[src/rtl/uart_irq_pkg.sv]
package uart_irq_pkg;
  localparam int REG_W  = 8;   // width of every host-visible word
  localparam int EN_N   = 4;   // number of interrupt causes / enable bits
  localparam int ERR_N  = 4;   // overrun, parity, framing, break
  localparam int LSR_W  = 7;   // writable line-status bits
  localparam int CODE_W = $clog2(EN_N);

  // line-status bit positions
  localparam int LSR_DR   = 0;
  localparam int LSR_OE   = 1;
  localparam int LSR_THRE = LSR_OE + ERR_N;
  localparam int LSR_TSRE = LSR_THRE + 1;

  // enable bit positions
  localparam int IE_RBF = 0;
  localparam int IE_THR = 1;
  localparam int IE_RLS = 2;
  localparam int IE_MDM = 3;

  // cause codes, numerically ordered by priority
  typedef enum logic [CODE_W-1:0] {
    CAUSE_MDM = 2'b00,
    CAUSE_THR = 2'b01,
    CAUSE_RBF = 2'b10,
    CAUSE_RLS = 2'b11
  } cause_e;

  // act is indexed by cause code; the highest set index wins
  function automatic cause_e pick_cause(input logic [EN_N-1:0] act);
    cause_e c;
    c = CAUSE_MDM;
    for (int i = 0; i < EN_N; i++)
      if (act[i]) c = cause_e'(i[CODE_W-1:0]);
    return c;
  endfunction

  function automatic logic [REG_W-1:0] iir_word(input logic pend, input cause_e id);
    return {{(REG_W-CODE_W-1){1'b0}}, id, ~pend};
  endfunction
endpackage

[src/rtl/uart_ier_reg.sv]
module uart_ier_reg
  import uart_irq_pkg::*;
(
  input  logic            clk,
  input  logic            rst_n,
  input  logic            ier_wr,
  input  logic [EN_N-1:0] wbits,
  output logic [EN_N-1:0] en
);
  always_ff @(posedge clk or negedge rst_n) begin
    if (!rst_n)      en <= '0;
    else if (ier_wr) en <= wbits;
  end

  a_r2_ier_store: assert property (@(posedge clk) disable iff (!rst_n)
    ier_wr |=> en == $past(wbits));
  a_r2_ier_keep: assert property (@(posedge clk) disable iff (!rst_n)
    !ier_wr |=> $stable(en));
endmodule

[src/rtl/uart_lsr_flags.sv]
module uart_lsr_flags
  import uart_irq_pkg::*;
(
  input  logic             clk,
  input  logic             rst_n,
  input  logic             rx_load,
  input  logic             rx_pe,
  input  logic             rx_fe,
  input  logic             rx_bi,
  input  logic             rbr_rd,
  input  logic             lsr_rd,
  input  logic             lsr_wr,
  input  logic [LSR_W-1:0] wbits,
  input  logic             tx_hold_wr,
  input  logic             tx_xfer,
  input  logic             tx_idle,
  input  logic             thr_ack,
  output logic [REG_W-1:0] lsr_q,
  output logic             err_any,
  output logic             dr,
  output logic             thr_pend
);
  logic             dr_q, thre_q, tsre_q, thp_q;
  logic [ERR_N-1:0] err_q, err_d, err_ev;
  logic [LSR_W-1:0] wset;

  // named internal events
  logic overrun_ev, dr_set, dr_clr, thre_rise;
  logic dr_d, thre_d, tsre_d, thp_d;

  assign wset       = lsr_wr ? wbits : '0;
  assign overrun_ev = rx_load & dr_q & ~rbr_rd;
  assign dr_set     = rx_load | wset[LSR_DR];
  assign dr_clr     = rbr_rd | (lsr_wr & ~wbits[LSR_DR]);
  assign dr_d       = dr_set | (dr_q & ~dr_clr);
  assign err_ev     = {rx_bi, rx_fe, rx_pe, overrun_ev};

  for (genvar j = 0; j < ERR_N; j++) begin : g_err
    assign err_d[j] = err_ev[j] | wset[LSR_OE+j] | (err_q[j] & ~lsr_rd);
  end

  assign thre_d    = wset[LSR_THRE] | (~tx_hold_wr & (tx_xfer | thre_q));
  assign tsre_d    = wset[LSR_TSRE] | (~tx_xfer & (tx_idle | tsre_q));
  assign thre_rise = thre_d & ~thre_q;
  assign thp_d     = thre_rise | (thp_q & ~tx_hold_wr & ~thr_ack);

  always_ff @(posedge clk or negedge rst_n) begin
    if (!rst_n) begin
      dr_q   <= 1'b0;
      err_q  <= '0;
      thre_q <= 1'b1;
      tsre_q <= 1'b1;
      thp_q  <= 1'b1;
    end else begin
      dr_q   <= dr_d;
      err_q  <= err_d;
      thre_q <= thre_d;
      tsre_q <= tsre_d;
      thp_q  <= thp_d;
    end
  end

  assign lsr_q    = {{(REG_W-LSR_W){1'b0}}, tsre_q, thre_q, err_q, dr_q};
  assign err_any  = |err_q;
  assign dr       = dr_q;
  assign thr_pend = thp_q;

  a_r4_overrun: assert property (@(posedge clk) disable iff (!rst_n)
    (rx_load && dr && !rbr_rd) |=> lsr_q[LSR_OE]);
  a_r3_buf_read: assert property (@(posedge clk) disable iff (!rst_n)
    (rbr_rd && !rx_load && !(lsr_wr && wbits[LSR_DR])) |=> !lsr_q[LSR_DR]);
  a_r5_read_clears: assert property (@(posedge clk) disable iff (!rst_n)
    (lsr_rd && !lsr_wr && !rx_pe && !rx_fe && !rx_bi && !(rx_load && dr)) |=> !err_any);
  a_r6_hold_load: assert property (@(posedge clk) disable iff (!rst_n)
    (tx_hold_wr && !(lsr_wr && wbits[LSR_THRE])) |=> !lsr_q[LSR_THRE] && !thr_pend);
  a_r9_ack: assert property (@(posedge clk) disable iff (!rst_n)
    (thr_ack && lsr_q[LSR_THRE]) |=> !thr_pend);
endmodule

[src/rtl/uart_irq_arbiter.sv]
module uart_irq_arbiter
  import uart_irq_pkg::*;
(
  input  logic             clk,
  input  logic             rst_n,
  input  logic [EN_N-1:0]  en,
  input  logic             err_any,
  input  logic             dr,
  input  logic             thr_pend,
  input  logic             modem_delta,
  input  logic             iir_rd,
  output logic [REG_W-1:0] iir_q,
  output logic             irq,
  output logic             thr_ack
);
  logic [EN_N-1:0] act;
  logic   frz_q, frz_live, pend, frz_take;
  cause_e frz_id, rep_id;

  assign act[CAUSE_RLS] = en[IE_RLS] & err_any;
  assign act[CAUSE_RBF] = en[IE_RBF] & dr;
  assign act[CAUSE_THR] = en[IE_THR] & thr_pend;
  assign act[CAUSE_MDM] = en[IE_MDM] & modem_delta;

  assign frz_live = frz_q & act[frz_id];
  assign rep_id   = frz_live ? frz_id : pick_cause(act);
  assign pend     = frz_live | (|act);
  assign thr_ack  = iir_rd & pend & (rep_id == CAUSE_THR);
  assign frz_take = iir_rd & pend & (rep_id != CAUSE_THR);

  always_ff @(posedge clk or negedge rst_n) begin
    if (!rst_n) begin
      frz_q  <= 1'b0;
      frz_id <= CAUSE_MDM;
    end else if (frz_take) begin
      frz_q  <= 1'b1;
      frz_id <= rep_id;
    end else if (frz_q && !act[frz_id]) begin
      frz_q  <= 1'b0;
    end
  end

  assign iir_q = iir_word(pend, rep_id);
  assign irq   = pend;

  a_r10_frozen_shown: assert property (@(posedge clk) disable iff (!rst_n)
    (frz_q && act[frz_id]) |-> (iir_q[CODE_W:1] == frz_id) && !iir_q[0]);
  a_r11_all_off: assert property (@(posedge clk) disable iff (!rst_n)
    (en == '0) |-> !irq);
  a_r8_top_cause: assert property (@(posedge clk) disable iff (!rst_n)
    (!frz_q && act[CAUSE_RLS]) |-> iir_q[CODE_W:1] == CAUSE_RLS);
endmodule

[src/rtl/uart_irq_status.sv]
module uart_irq_status
  import uart_irq_pkg::*;
(
  input  logic             clk,
  input  logic             rst_n,
  input  logic             rx_load,
  input  logic             rx_pe,
  input  logic             rx_fe,
  input  logic             rx_bi,
  input  logic             tx_hold_wr,
  input  logic             tx_xfer,
  input  logic             tx_idle,
  input  logic             modem_delta,
  input  logic             ier_wr,
  input  logic             iir_rd,
  input  logic             lsr_rd,
  input  logic             lsr_wr,
  input  logic             rbr_rd,
  input  logic [REG_W-1:0] wdata,
  output logic [REG_W-1:0] ier_q,
  output logic [REG_W-1:0] iir_q,
  output logic [REG_W-1:0] lsr_q,
  output logic             irq
);
  logic [EN_N-1:0] en;
  logic err_any, dr, thr_pend, thr_ack;
  logic unused_wdata_top;

  assign unused_wdata_top = ^wdata[REG_W-1:LSR_W];

  uart_ier_reg u_ier (
    .clk(clk), .rst_n(rst_n), .ier_wr(ier_wr),
    .wbits(wdata[EN_N-1:0]), .en(en)
  );

  uart_lsr_flags u_lsr (
    .clk(clk), .rst_n(rst_n),
    .rx_load(rx_load), .rx_pe(rx_pe), .rx_fe(rx_fe), .rx_bi(rx_bi),
    .rbr_rd(rbr_rd), .lsr_rd(lsr_rd), .lsr_wr(lsr_wr),
    .wbits(wdata[LSR_W-1:0]),
    .tx_hold_wr(tx_hold_wr), .tx_xfer(tx_xfer), .tx_idle(tx_idle),
    .thr_ack(thr_ack), .lsr_q(lsr_q), .err_any(err_any),
    .dr(dr), .thr_pend(thr_pend)
  );

  uart_irq_arbiter u_arb (
    .clk(clk), .rst_n(rst_n), .en(en), .err_any(err_any), .dr(dr),
    .thr_pend(thr_pend), .modem_delta(modem_delta), .iir_rd(iir_rd),
    .iir_q(iir_q), .irq(irq), .thr_ack(thr_ack)
  );

  assign ier_q = {{(REG_W-EN_N){1'b0}}, en};
endmodule

[config.mk]
export PLATFORM = sky130hd
export DESIGN_NAME = uart_irq_status
export DESIGN_NICKNAME = d
export VERILOG_FILES = /design/src/rtl/uart_irq_pkg.sv /design/src/rtl/uart_ier_reg.sv /design/src/rtl/uart_lsr_flags.sv /design/src/rtl/uart_irq_arbiter.sv /design/src/rtl/uart_irq_status.sv
export SDC_FILE = /design/constraint.sdc
export NUM_CORES = 1
export LEC_CHECK = 0
export ABC_CLOCK_PERIOD_IN_PS = 2490
export BUFFER_PORTS_ARGS = -buffer_cell sky130_fd_sc_hd__buf_2
export CAP_MARGIN = 20
export CORE_MARGIN = 5
export CORE_UTILIZATION = 48
export CTS_BUF_LIST = sky130_fd_sc_hd__clkbuf_4 sky130_fd_sc_hd__clkbuf_8
export CTS_CLUSTER_SIZE = 12
export DETAILED_ROUTE_END_ITERATION = 7
export GPL_ROUTABILITY_DRIVEN = 0
export PLACE_DENSITY = 0.85
export SLEW_MARGIN = 15
export SYNTH_ARGS = -nofsm -noshare
export SYNTH_HDL_FRONTEND = slang
export SYNTH_SLANG_ARGS = --single-unit
[constraint.sdc]
create_clock -name clk -period 2.49 [get_ports clk]
set_clock_uncertainty 0.1 [all_clocks]
set_input_delay 0.249 -clock clk [delete_from_list [all_inputs] [get_ports clk]]
set_output_delay 0.249 -clock clk [all_outputs]
set_load 0.02 [all_outputs]
==> metrics.yaml <==
clock_tree:
  clock_latency_ns: 0.27
  cts_tree: "done"
  clockRootBuffer: "clkbuf_4"
  clock_sinks: 15
  ctsResizeCount: 0
  path_clk_slew_ns: 0.08
  cts_max_level: 1
  cts_made_buffers: 3
  postCtsSetupBuffers: 0
  cts_max_path_buffers: 2
grt:
  grt_util_met3_pct: 4.01
  gr-usage-all-layers_pct: 15.2
  grt_max_degree: 16
  grt_pass1_vias: 724
  grt_antenna_before_repair: 0
  top_usage_layer: "met2"
  grt_util_met1_pct: 17.6
  grt_overflow: 0
  grt_pass1_wl_um: 3010
  gr-usage-met2_pct: 25.9
die:
  start_util_pct: 49.6
  io_pins: 48
  rows: 15
  dieArea_um2: 2710
  fp.dieH_um: 52.0
  coreArea_um2: 1710
  die_w_um: 52.0
final_layout:
  antenna_cells: 0
  nFillCells: 153
  postLayoutCoreUtil_pct: 60.4
  fin_nets: 142
  area_growth_pct: 21.7
  drive_gt1_share_pct: 44.1
  seqCellArea_um2: 379
  multi_input_area_um2: 374
critical_path:
  cp-startpoint: "u_lsr.thr_pend"
  critPathMaxStageDelay_ns: 0.57
  worst-setup-path-type: "reg -> out"
  crit_path_end_kind: "primary output"
  crit_slowest_cell: "dfstp_2"
  critPathArrivalTime_ns: 1.87
  cp-start-kind: "flop"
  crit_chain: "nand2_1, a311oi_2, a22oi_1, a31o_2, buf_2"
  cp_max_fo: 5
  cp.required_ns: 2.14
  r2r-start: "u_lsr.thr_pend"
sta:
  setup-tns-final_ns: 0
  rsz0062_at_grt: "false"
  fin_crit_sh_pct: 88.9
  setup_violations: 0
  hold_viol_final: 0
  period_needed_ns: 2.21
  final-max-slew-violation-count: 0
  fmax_ghz: 0.452
power:
  p_leak_nw: 0.514
  powerDensity_nw_per_um2: 762
  irDropWorstVdd_mv: 0.406
hold_path:
  hold_start: "tx_xfer"
  hp-class: "in -> reg"
yosys:
  synth-edff-count: 0
  syn_inst: 82
  yosys_register_bits: 15
  netlist_area_um2: 847
  async_flop_share_pct: 100
  yosysWarningCount: 0
  ys_types: 30
  ys_seq_area_share_pct: 44.8
  synthFlopType: "dfrtp_1"
  avgSynthCellArea_um2: 10.3
status:
  status: "completed"
detailed_routing:
  vias: 730
  avgRoutedWirePerCell_um: 13.1
  vias_per_cell: 5.10
  route.detailed.drc: 0
  postRouteAntennaNets: 0
  drtPass1Iterations: 4
  drt_iter0_drc: 10
  wirelength_um: 1870
placement:
  io_buffers: 36
flow_run:
  maxCapViolCount: 0
[cells in the mapped netlist (2+ instances only)]
master	n	area share, %
a21oi_1	2	1.2
a221o_1	4	4.7
a311oi_2	2	3.5
buf_4	13	12
dfrtp_1	12	35
dfstp_2	3	9.3
inv_1	7	3.1
mux2_2	4	5.3
nand2_1	6	2.7
nand3_1	2	1.2
nor2_1	4	1.8
o21ai_0	5	3.0
[flip-flops by register name (all words and copies together) (netlist names)]
name,count
u_lsr.tsre_q,1
u_lsr.thre_q,1
u_arb.frz_id,2
u_lsr.err_q,4
u_lsr.dr,1
u_arb.frz_q,1
u_ier.en,4
u_lsr.thr_pend,1
[kinds of logic (layout without fill, tap and decap cells)]
logic type,Yosys count,count (layout),synth area share (%)
AOI/OAI and AO/OA,22,22,23.3
buffers and inverters,21,48,15.1
and+or+nand+nor,19,19,11.1
DFF,15,15,44.8
muxes,4,4,5.32
other,1,10,0.443
[cells in the final DEF, fill, tap and decap left out]
cell type	instances
mux2_2	4
or2_1	1
a21oi_1	2
nor2b_1	1
nor2_1	4
dfrtp_1	12
o21a_1	1
a211o_1	1
o41ai_4	1
and2_1	1
nand3_1	2
nand2_1	6
a221o_1	4
a31o_2	1
dlygate4sd3_1	1
buf_2	36
o21ai_0	5
a211oi_1	1
a311oi_2	2
nor3_1	1
clkbuf_4	4
nand4_1	1
inv_1	7
a31oi_1	1
o22a_2	1
conb_1	10
a22oi_1	1
nor3b_1	1
dfstp_2	3
o22a_1	1
and3b_1	1
[metrics by stage]
stage,power (mW),std cells,hold WS (ns),setup slack (ns),area [um^2]
global route,0.841,143,0.0606,0.180,1030
floorplan,0.563,91,-0.147,0.682,881
detailed placement,0.641,138,0.0638,0.584,991
finish,0.786,143,0.0612,0.275,1030
global placement,0.627,138,0.0633,0.632,991
CTS,0.789,143,0.0477,0.272,1030
[layer usage]
| layer | up-vias | share of wire, % |
|---|---|---|
| met5 | - | 0 |
| met4 | 0 | 0.69 |
| met3 | 2 | 9.8 |
| met2 | 37 | 48 |
| met1 | 348 | 41 |
| li1 | 343 | - |
[final timing paths]
kind                              endpoint  cells past startpoint  slack (ns)
min in group asynchronous         u_lsr.dr                      2        0.29
max reg2reg                u_arb.frz_id[0]                      5        0.64
max                               iir_q[1]                      5        0.28
max in group asynchronous     u_lsr.tsre_q                      2        1.70
min                           u_lsr.tsre_q                      2        0.06
min reg2reg                   u_lsr.tsre_q                      2        0.44
[timing repair]
| action | CTS | global route |
|---|---|---|
| hold endpoints to repair | 12 | 0 |
| hold buffers | 1 | 0 |
| setup endpoints to repair | 0 | 0 |
[critical path: cells and delay by family (launching register included)]
| family | cells | cell delay [ns] |
|---|---|---|
| AO/OA/AOI/OAI | 3 | 0.77 |
| buffers and inverters | 1 | 0.17 |
| flip-flops | 1 | 0.57 |
| AND/OR/NAND/NOR | 1 | 0.08 |
[final cells by class]
cell class,instances,share of cell area [%]
Sequential cell,15,36.8
Multi-Input combinational cell,55,36.3
Timing Repair Buffer,37,18.4
Tap cell,25,3.03
Clock buffer,4,2.91
Inverter,7,2.55
[power by group]
group	total, mW	switching [mW]	internal [mW]
Combinational	0.293	0.174	0.119
Sequential	0.348	0.0565	0.291
Clock	0.145	0.0718	0.0729
Total	0.786	0.302	0.484
Note: power is estimated with default switching activity, not from simulation.
